<file path="config.mk">
export PLATFORM = sky130hd
export DESIGN_NAME = spi_diag_ctrl
export DESIGN_NICKNAME = d
export VERILOG_FILES = /design/src/rtl/spi_diag_pkg.sv /design/src/rtl/spi_diag_sync.sv /design/src/rtl/spi_diag_shifter.sv /design/src/rtl/spi_diag_errlog.sv /design/src/rtl/spi_diag_ctrl.sv
export SDC_FILE = /design/constraint.sdc
export NUM_CORES = 1
export LEC_CHECK = 0
export BUFFER_PORTS_ARGS = -buffer_cell sky130_fd_sc_hd__buf_2
export CAP_MARGIN = 0
export CORE_MARGIN = 2
export CORE_UTILIZATION = 50
export CTS_BUF_LIST = sky130_fd_sc_hd__clkbuf_16
export DETAILED_ROUTE_END_ITERATION = 10
export GPL_TIMING_DRIVEN = 0
export HOLD_SLACK_MARGIN = 0.05
export MAX_ROUTING_LAYER = met4
export PLACE_DENSITY = 0.76
export RECOVER_POWER = 50
export SYNTH_ARGS = -nofsm -noshare
export SYNTH_HDL_FRONTEND = slang
export SYNTH_HIERARCHICAL = 1
export SYNTH_SLANG_ARGS = --single-unit
</file>
<file path="constraint.sdc">
create_clock -name clk -period 1.4 [get_ports clk]
set_input_delay 0.21 -clock clk [delete_from_list [all_inputs] [get_ports clk]]
set_output_delay 0.21 -clock clk [all_outputs]
set_load 0.02 [all_outputs]
</file>
<file path="src/rtl/spi_diag_pkg.sv">
package spi_diag_pkg;

    localparam int FRAME_BITS = 8;
    localparam int CNT_W      = $clog2(FRAME_BITS);

    // Control byte; member order fixes the bit positions
    typedef struct packed {
        logic       stat_clr;    // bit 7
        logic       ov_lock;     // bit 6
        logic       spare;       // bit 5, ignored
        logic [1:0] toff;        // bits 4:3
        logic       fast_decay;  // bit 2
        logic [1:0] ilim;        // bits 1:0
    } ctrl_word_t;

    // Sticky fault set, one flag per reported condition
    typedef struct packed {
        logic       supply;
        logic       short_vs;
        logic       short_gnd;
        logic       open_load;
        logic [1:0] temp;
    } fault_set_t;

    localparam int FAULT_W = $bits(fault_set_t);

    // Status byte layout
    function automatic logic [FRAME_BITS-1:0] build_status(input fault_set_t f);
        return {f.supply, 1'b1, f.short_vs, f.short_gnd, f.open_load,
                f.temp, |f};
    endfunction

endpackage

</file>
<file path="src/rtl/spi_diag_sync.sv">
module spi_diag_sync #(
    parameter int          STAGES  = 2,
    parameter int          LINES   = 3,
    parameter logic [LINES-1:0] RST_VAL = '0
) (
    input  logic             clk,
    input  logic             rst,
    input  logic [LINES-1:0] din,
    output logic [LINES-1:0] dout
);
    for (genvar g = 0; g < LINES; g++) begin : g_line
        logic [STAGES-1:0] pipe;
        always_ff @(posedge clk) begin
            if (rst) begin
                pipe <= {STAGES{RST_VAL[g]}};
            end else begin
                pipe <= {pipe[STAGES-2:0], din[g]};
            end
        end
        assign dout[g] = pipe[STAGES-1];
    end
endmodule

</file>
<file path="src/rtl/spi_diag_shifter.sv">
module spi_diag_shifter
    import spi_diag_pkg::*;
(
    input  logic                  clk,
    input  logic                  rst,
    input  logic                  sclk_lvl,
    input  logic                  csn_lvl,
    input  logic                  sdi_lvl,
    input  logic [FRAME_BITS-1:0] load_word,
    output logic                  sdo,
    output logic                  sdo_oe,
    output logic [FRAME_BITS-1:0] word,
    output logic                  frame_ok
);
    logic                  sclk_d, csn_d;
    logic                  sclk_rise, sclk_fall, csn_fall, csn_rise;
    logic [FRAME_BITS-1:0] sr;
    logic [CNT_W-1:0]      cnt;
    logic                  full;

    assign sclk_rise = sclk_lvl & ~sclk_d;
    assign sclk_fall = ~sclk_lvl & sclk_d;
    assign csn_fall  = ~csn_lvl & csn_d;
    assign csn_rise  = csn_lvl & ~csn_d;

    always_ff @(posedge clk) begin
        if (rst) begin
            sclk_d   <= 1'b0;
            csn_d    <= 1'b1;
            sr       <= '0;
            cnt      <= '0;
            full     <= 1'b0;
            sdo      <= 1'b0;
            sdo_oe   <= 1'b0;
            frame_ok <= 1'b0;
        end else begin
            sclk_d   <= sclk_lvl;
            csn_d    <= csn_lvl;
            frame_ok <= 1'b0;
            if (csn_fall) begin
                // snapshot status so bit 0 leads the first edge
                sr     <= load_word;
                sdo    <= load_word[0];
                cnt    <= '0;
                full   <= 1'b0;
                sdo_oe <= 1'b1;
            end else if (!csn_lvl) begin
                if (sclk_fall) begin
                    // LSB-first capture on falling edge
                    sr <= {sdi_lvl, sr[FRAME_BITS-1:1]};
                    if (cnt == CNT_W'(FRAME_BITS - 1)) begin
                        cnt  <= '0;
                        full <= 1'b1;
                    end else begin
                        cnt <= cnt + 1'b1;
                    end
                end
                if (sclk_rise) begin
                    sdo <= sr[0];
                end
            end
            if (csn_rise) begin
                sdo_oe   <= 1'b0;
                frame_ok <= full && (cnt == '0);
            end
        end
    end

    assign word = sr;
endmodule

</file>
<file path="src/rtl/spi_diag_errlog.sv">
module spi_diag_errlog
    import spi_diag_pkg::*;
(
    input  logic                  clk,
    input  logic                  rst,
    input  fault_set_t            fault_now,
    input  logic                  clear,
    output fault_set_t            err_q,
    output logic [FRAME_BITS-1:0] status_word
);
    always_ff @(posedge clk) begin
        if (rst) begin
            err_q <= '0;
        end else if (clear) begin
            err_q <= fault_now;                  // recapture
        end else begin
            err_q <= err_q | fault_now;          // sticky
        end
    end

    assign status_word = build_status(err_q);
endmodule

</file>
<file path="src/rtl/spi_diag_ctrl.sv">
module spi_diag_ctrl
    import spi_diag_pkg::*;
#(
    parameter int SYNC_STAGES = 2
) (
    input  logic       clk,
    input  logic       rst,
    input  logic       spi_sclk,
    input  logic       spi_csn,
    input  logic       spi_sdi,
    output logic       spi_sdo,
    output logic       spi_sdo_oe,
    input  logic       flt_supply,
    input  logic       flt_short_vs,
    input  logic       flt_short_gnd,
    input  logic       flt_open,
    input  logic [1:0] flt_temp,
    output logic [1:0] ctl_ilim,
    output logic       ctl_fast_decay,
    output logic [1:0] ctl_toff,
    output logic       ctl_ov_lock_en,
    output logic       ctl_stat_clr
);
    logic [2:0]            lines;
    logic [FRAME_BITS-1:0] shift_word;
    logic [FRAME_BITS-1:0] status_word;
    logic                  frame_ok;
    ctrl_word_t            ctrl_q;
    logic                  stat_clr_q;
    fault_set_t            fault_now;
    fault_set_t            err_q;

    spi_diag_sync #(
        .STAGES (SYNC_STAGES),
        .LINES  (3),
        .RST_VAL(3'b010)
    ) u_sync (
        .clk (clk),
        .rst (rst),
        .din ({spi_sdi, spi_csn, spi_sclk}),
        .dout(lines)
    );

    spi_diag_shifter u_shift (
        .clk      (clk),
        .rst      (rst),
        .sclk_lvl (lines[0]),
        .csn_lvl  (lines[1]),
        .sdi_lvl  (lines[2]),
        .load_word(status_word),
        .sdo      (spi_sdo),
        .sdo_oe   (spi_sdo_oe),
        .word     (shift_word),
        .frame_ok (frame_ok)
    );

    assign fault_now = '{supply:    flt_supply,
                         short_vs:  flt_short_vs,
                         short_gnd: flt_short_gnd,
                         open_load: flt_open,
                         temp:      flt_temp};

    spi_diag_errlog u_err (
        .clk        (clk),
        .rst        (rst),
        .fault_now  (fault_now),
        .clear      (stat_clr_q),
        .err_q      (err_q),
        .status_word(status_word)
    );

    // Commit on select release
    always_ff @(posedge clk) begin
        if (rst) begin
            ctrl_q     <= '0;
            stat_clr_q <= 1'b0;
        end else begin
            stat_clr_q <= 1'b0;
            if (frame_ok) begin
                ctrl_q     <= ctrl_word_t'(shift_word);
                stat_clr_q <= shift_word[FRAME_BITS-1];
            end
        end
    end

    assign ctl_ilim       = ctrl_q.ilim;
    assign ctl_fast_decay = ctrl_q.fast_decay;
    assign ctl_toff       = ctrl_q.toff;
    assign ctl_ov_lock_en = ctrl_q.ov_lock;
    assign ctl_stat_clr   = stat_clr_q;
endmodule

</file>
==> metrics.yaml <==
fillers: 247
cpLargestDelayFamily: "buffers and inverters"
htree_num_levels: 2
vias_per_cell: 5.10
avgSynthCellArea_sq_um: 9.60
powerDensity_mw_per_mm2: 1360
cp_max_fo: 8
fin_worst_skew_ns: 0.00375
finalWirelength_um: 2560
power_frac_clock: 0.497
coreArea_sq_mm: 0.00281
power.internal_w: 0.00197
placementRows: 19
crit_chain: "clkbuf_1 -> nand2b_1 -> a22o_1 -> buf_4 -> o2bb2ai_1"
top_layer_used: "met4"
post-route-drc-count: 0
final_antenna_net_count: 0
min_path_type: "in2reg"
tightest_slew_ns: 0.503
period_needed_ns: 1.24
worst_setup_path_end_kind: "flop"
p_switching_w: 0.000477
port_buffers: 19
ys_types: 28
dr.pass1.iters: 4
cts_root_buffer: "clkbuf_16"
switching_share: 0.195
slowest_stage: "dfxtp_1"
clk_pin_slew_ns: 0.05
netlist_area_sq_mm: 0.00151
synth_area_leaders: "dfxtp_1 (48%), buf_4 (5.5%), mux2i_1 (5.3%)"
ioPinCount: 20
worst_ep_required_time_ns: 1.56
hold_ws_ns: 0.116
start_kind: "flop"
grt_pass1_vias: 1010
ys_seq_area_frac: 0.478
drive_above_1_share: 0.228
start_util: 0.537
die_w_um: 58.9
hold_viol: 0
gp_congestion: 0.774
groute.usage.overall: 0.172
max-cap-violations: 0
die_area_sq_mm: 0.00347
grt_pass1_wl_um: 4320
wl_met2_um: 1200
fp.dieH_um: 58.9
ys_warn_count: 6
antenna_found_initial: 0
wl_per_cell_um: 11.9
finalCritPeriodShare: 0.882
synth.ff_latch_count: 36
post_cts_buffers: 0
wl_met1_um: 1230
syn_to_final_growth_pct: 18.9
wl_met3_um: 98
n_antenna_cell: 0
numCtsBuffers: 5
outcome: "complete, no violations"
power.leakage_nw: 0.771
hold_start: "spi_csn"
cpPeakStageDelay_ns: 0.29
syn-num-nets: 171
setup_viol: 0
drtIter0Drc: 27
fin_tns_setup_ns: 0
grt_max_degree: 26
hold_buffers: 0
synth_top_area_cell: "dfxtp_1"
cts.path.max_buffers: 2
worstSetupStartpoint: "u_sync/g_line[0].pipe[1]$_SDFF_PP0_"
cts.sinks: 36
worstPathArrival_ns: 1.39
rsz0062_at_grt: "false"
path_class: "reg2reg"
postCtsResizedCells: 0
fin_nets: 197
post-dp-hpwl_um: 1780
critPathBufInv: 2
clock_latency_ns: 0.27
max_freq_mhz: 810
slew_headroom: 0.664
via_count: 1096
tritoncts: "yes"
ir_worst_vdd_mv: 0.830
grt_overflow: 0
drv_slew: 0
synthCells: 157
synth.top_cell.area_share: 0.478
pwr-share-seq: 0.441
reg2reg_from: "u_sync/g_line[0].pipe[1]$_SDFF_PP0_"
combPwrFrac: 0.062
Yosys cell counts:
master	count
nor3b_4	1
nor2b_1	7
nand2_1	2
o21ai_0	2
buf_4	11
nand2b_1	9
nand3b_1	1
nor4_1	1
a22o_1	1
a311o_1	1
nand4b_1	1
o2bb2ai_1	8
and2_1	8
buf_2	3
o21ai_1	1
clkbuf_2	1
nor2_1	13
or2_1	3
and3b_2	1
buf_6	2
inv_1	11
a21oi_1	12
dfxtp_1	36
conb_1	1
ha_1	3
and2b_1	1
a31oi_1	8
mux2i_1	8
state kept, by name (all words and copies together), names as in the netlist:
signal and count:
u_shift/sclk_d 1, u_shift/word 8, u_shift/cnt 3, u_shift/sdo_oe 1, ctl_toff 2, u_sync/g_line.pipe 6
ctl_stat_clr 1, ctl_ov_lock_en 1, u_shift/sdo 1, ctl_fast_decay 1, u_shift/frame_ok 1, ctl_ilim 2
u_shift/full 1, u_shift/csn_d 1, u_err/err_q 6
through the flow:
stage / power [W] / util / instances / setup WS (ns) / instance area [sq um]
4_1_cts: 0.00247 / 0.643 / 215 / 0.180 / 1800
3_5_place_dp: 0.00125 / 0.585 / 207 / 0.0114 / 1640
3_3_place_gp: 0.00125 / 0.585 / 207 / 0.0349 / 1640
2_1_floorplan: 0.00120 / - / 157 / 0.287 / 1510
6_report: 0.00244 / 0.639 / 215 / 0.165 / 1790
5_1_grt: 0.00255 / 0.639 / 215 / 0.0972 / 1790
worst reg2reg max path, delay by kind of cell (launching register included):
kind,cells,cell delay [ns]
AND/OR/NAND/NOR,1,0.21
buffers and inverters,2,0.31
flip-flops,1,0.29
AO/OA/AOI/OAI,2,0.32
path summary, 6_finish.rpt:
kind         depth (start not counted)  slack, ns                                  end
max reg2reg                          5       0.16         u_shift/word[6]$_SDFFE_PP0P_
min                                  2       0.12  u_sync/g_line[1].pipe[0]$_SDFF_PP1_
min reg2reg                          1       0.40  u_sync/g_line[1].pipe[1]$_SDFF_PP1_
max                                  5       0.16         u_shift/word[6]$_SDFFE_PP0P_
area by class of cell:
cell class | instances | area (sq um) | share of cell area
buffer | 17 | 114 | 0.0635
clock buffer | 5 | 125 | 0.0698
clock inverter | 3 | 38.8 | 0.0216
inverter | 11 | 41.3 | 0.0230
multi-input combinational | 93 | 619 | 0.346
sequential | 36 | 721 | 0.402
tap | 31 | 38.8 | 0.0216
timing repair buffer | 19 | 93.8 | 0.0524
metal layers:
metal / vias to the layer above / GRT usage
met2: 25 / 0.267
met4: 0 / 0.0812
met1: 497 / 0.208
met5: - / -
met3: 4 / 0.0462
li1: 570 / -
placed cells by master, fill, tap and decap left out, types with 5 or more instances in the layout:
cell type	instances
and2_1	8
mux2i_1	8
dfxtp_1	36
nor2_1	13
buf_2	21
nor2b_1	7
nand2b_1	9
o2bb2ai_1	8
a31oi_1	8
a21oi_1	12
clkbuf_16	5
buf_4	10
inv_1	12
power by group through the flow:
stage	clock network [W]	registers, W	logic [W]
after floorplan	0	0.00110	0.000106
after global placement	0	0.00110	0.000147
after detailed placement	0	0.00110	0.000151
after CTS	0.00124	0.00108	0.000153
after global routing	0.00130	0.00108	0.000169
final	0.00121	0.00108	0.000152
cell families (layout without fill, tap and decap cells):
group | after synthesis | after routing | synth area share
other | 1 | 1 | 0.00249
AO/OA/AOI/OAI | 33 | 33 | 0.142
flip-flops | 36 | 36 | 0.478
AND/OR/NAND/NOR | 48 | 48 | 0.189
buffers and inverters | 28 | 55 | 0.110
multiplexers | 8 | 8 | 0.0532
adder cells (fa/ha/maj) | 3 | 3 | 0.0249
No activity file was read; power rests on OpenSTA's default activity.
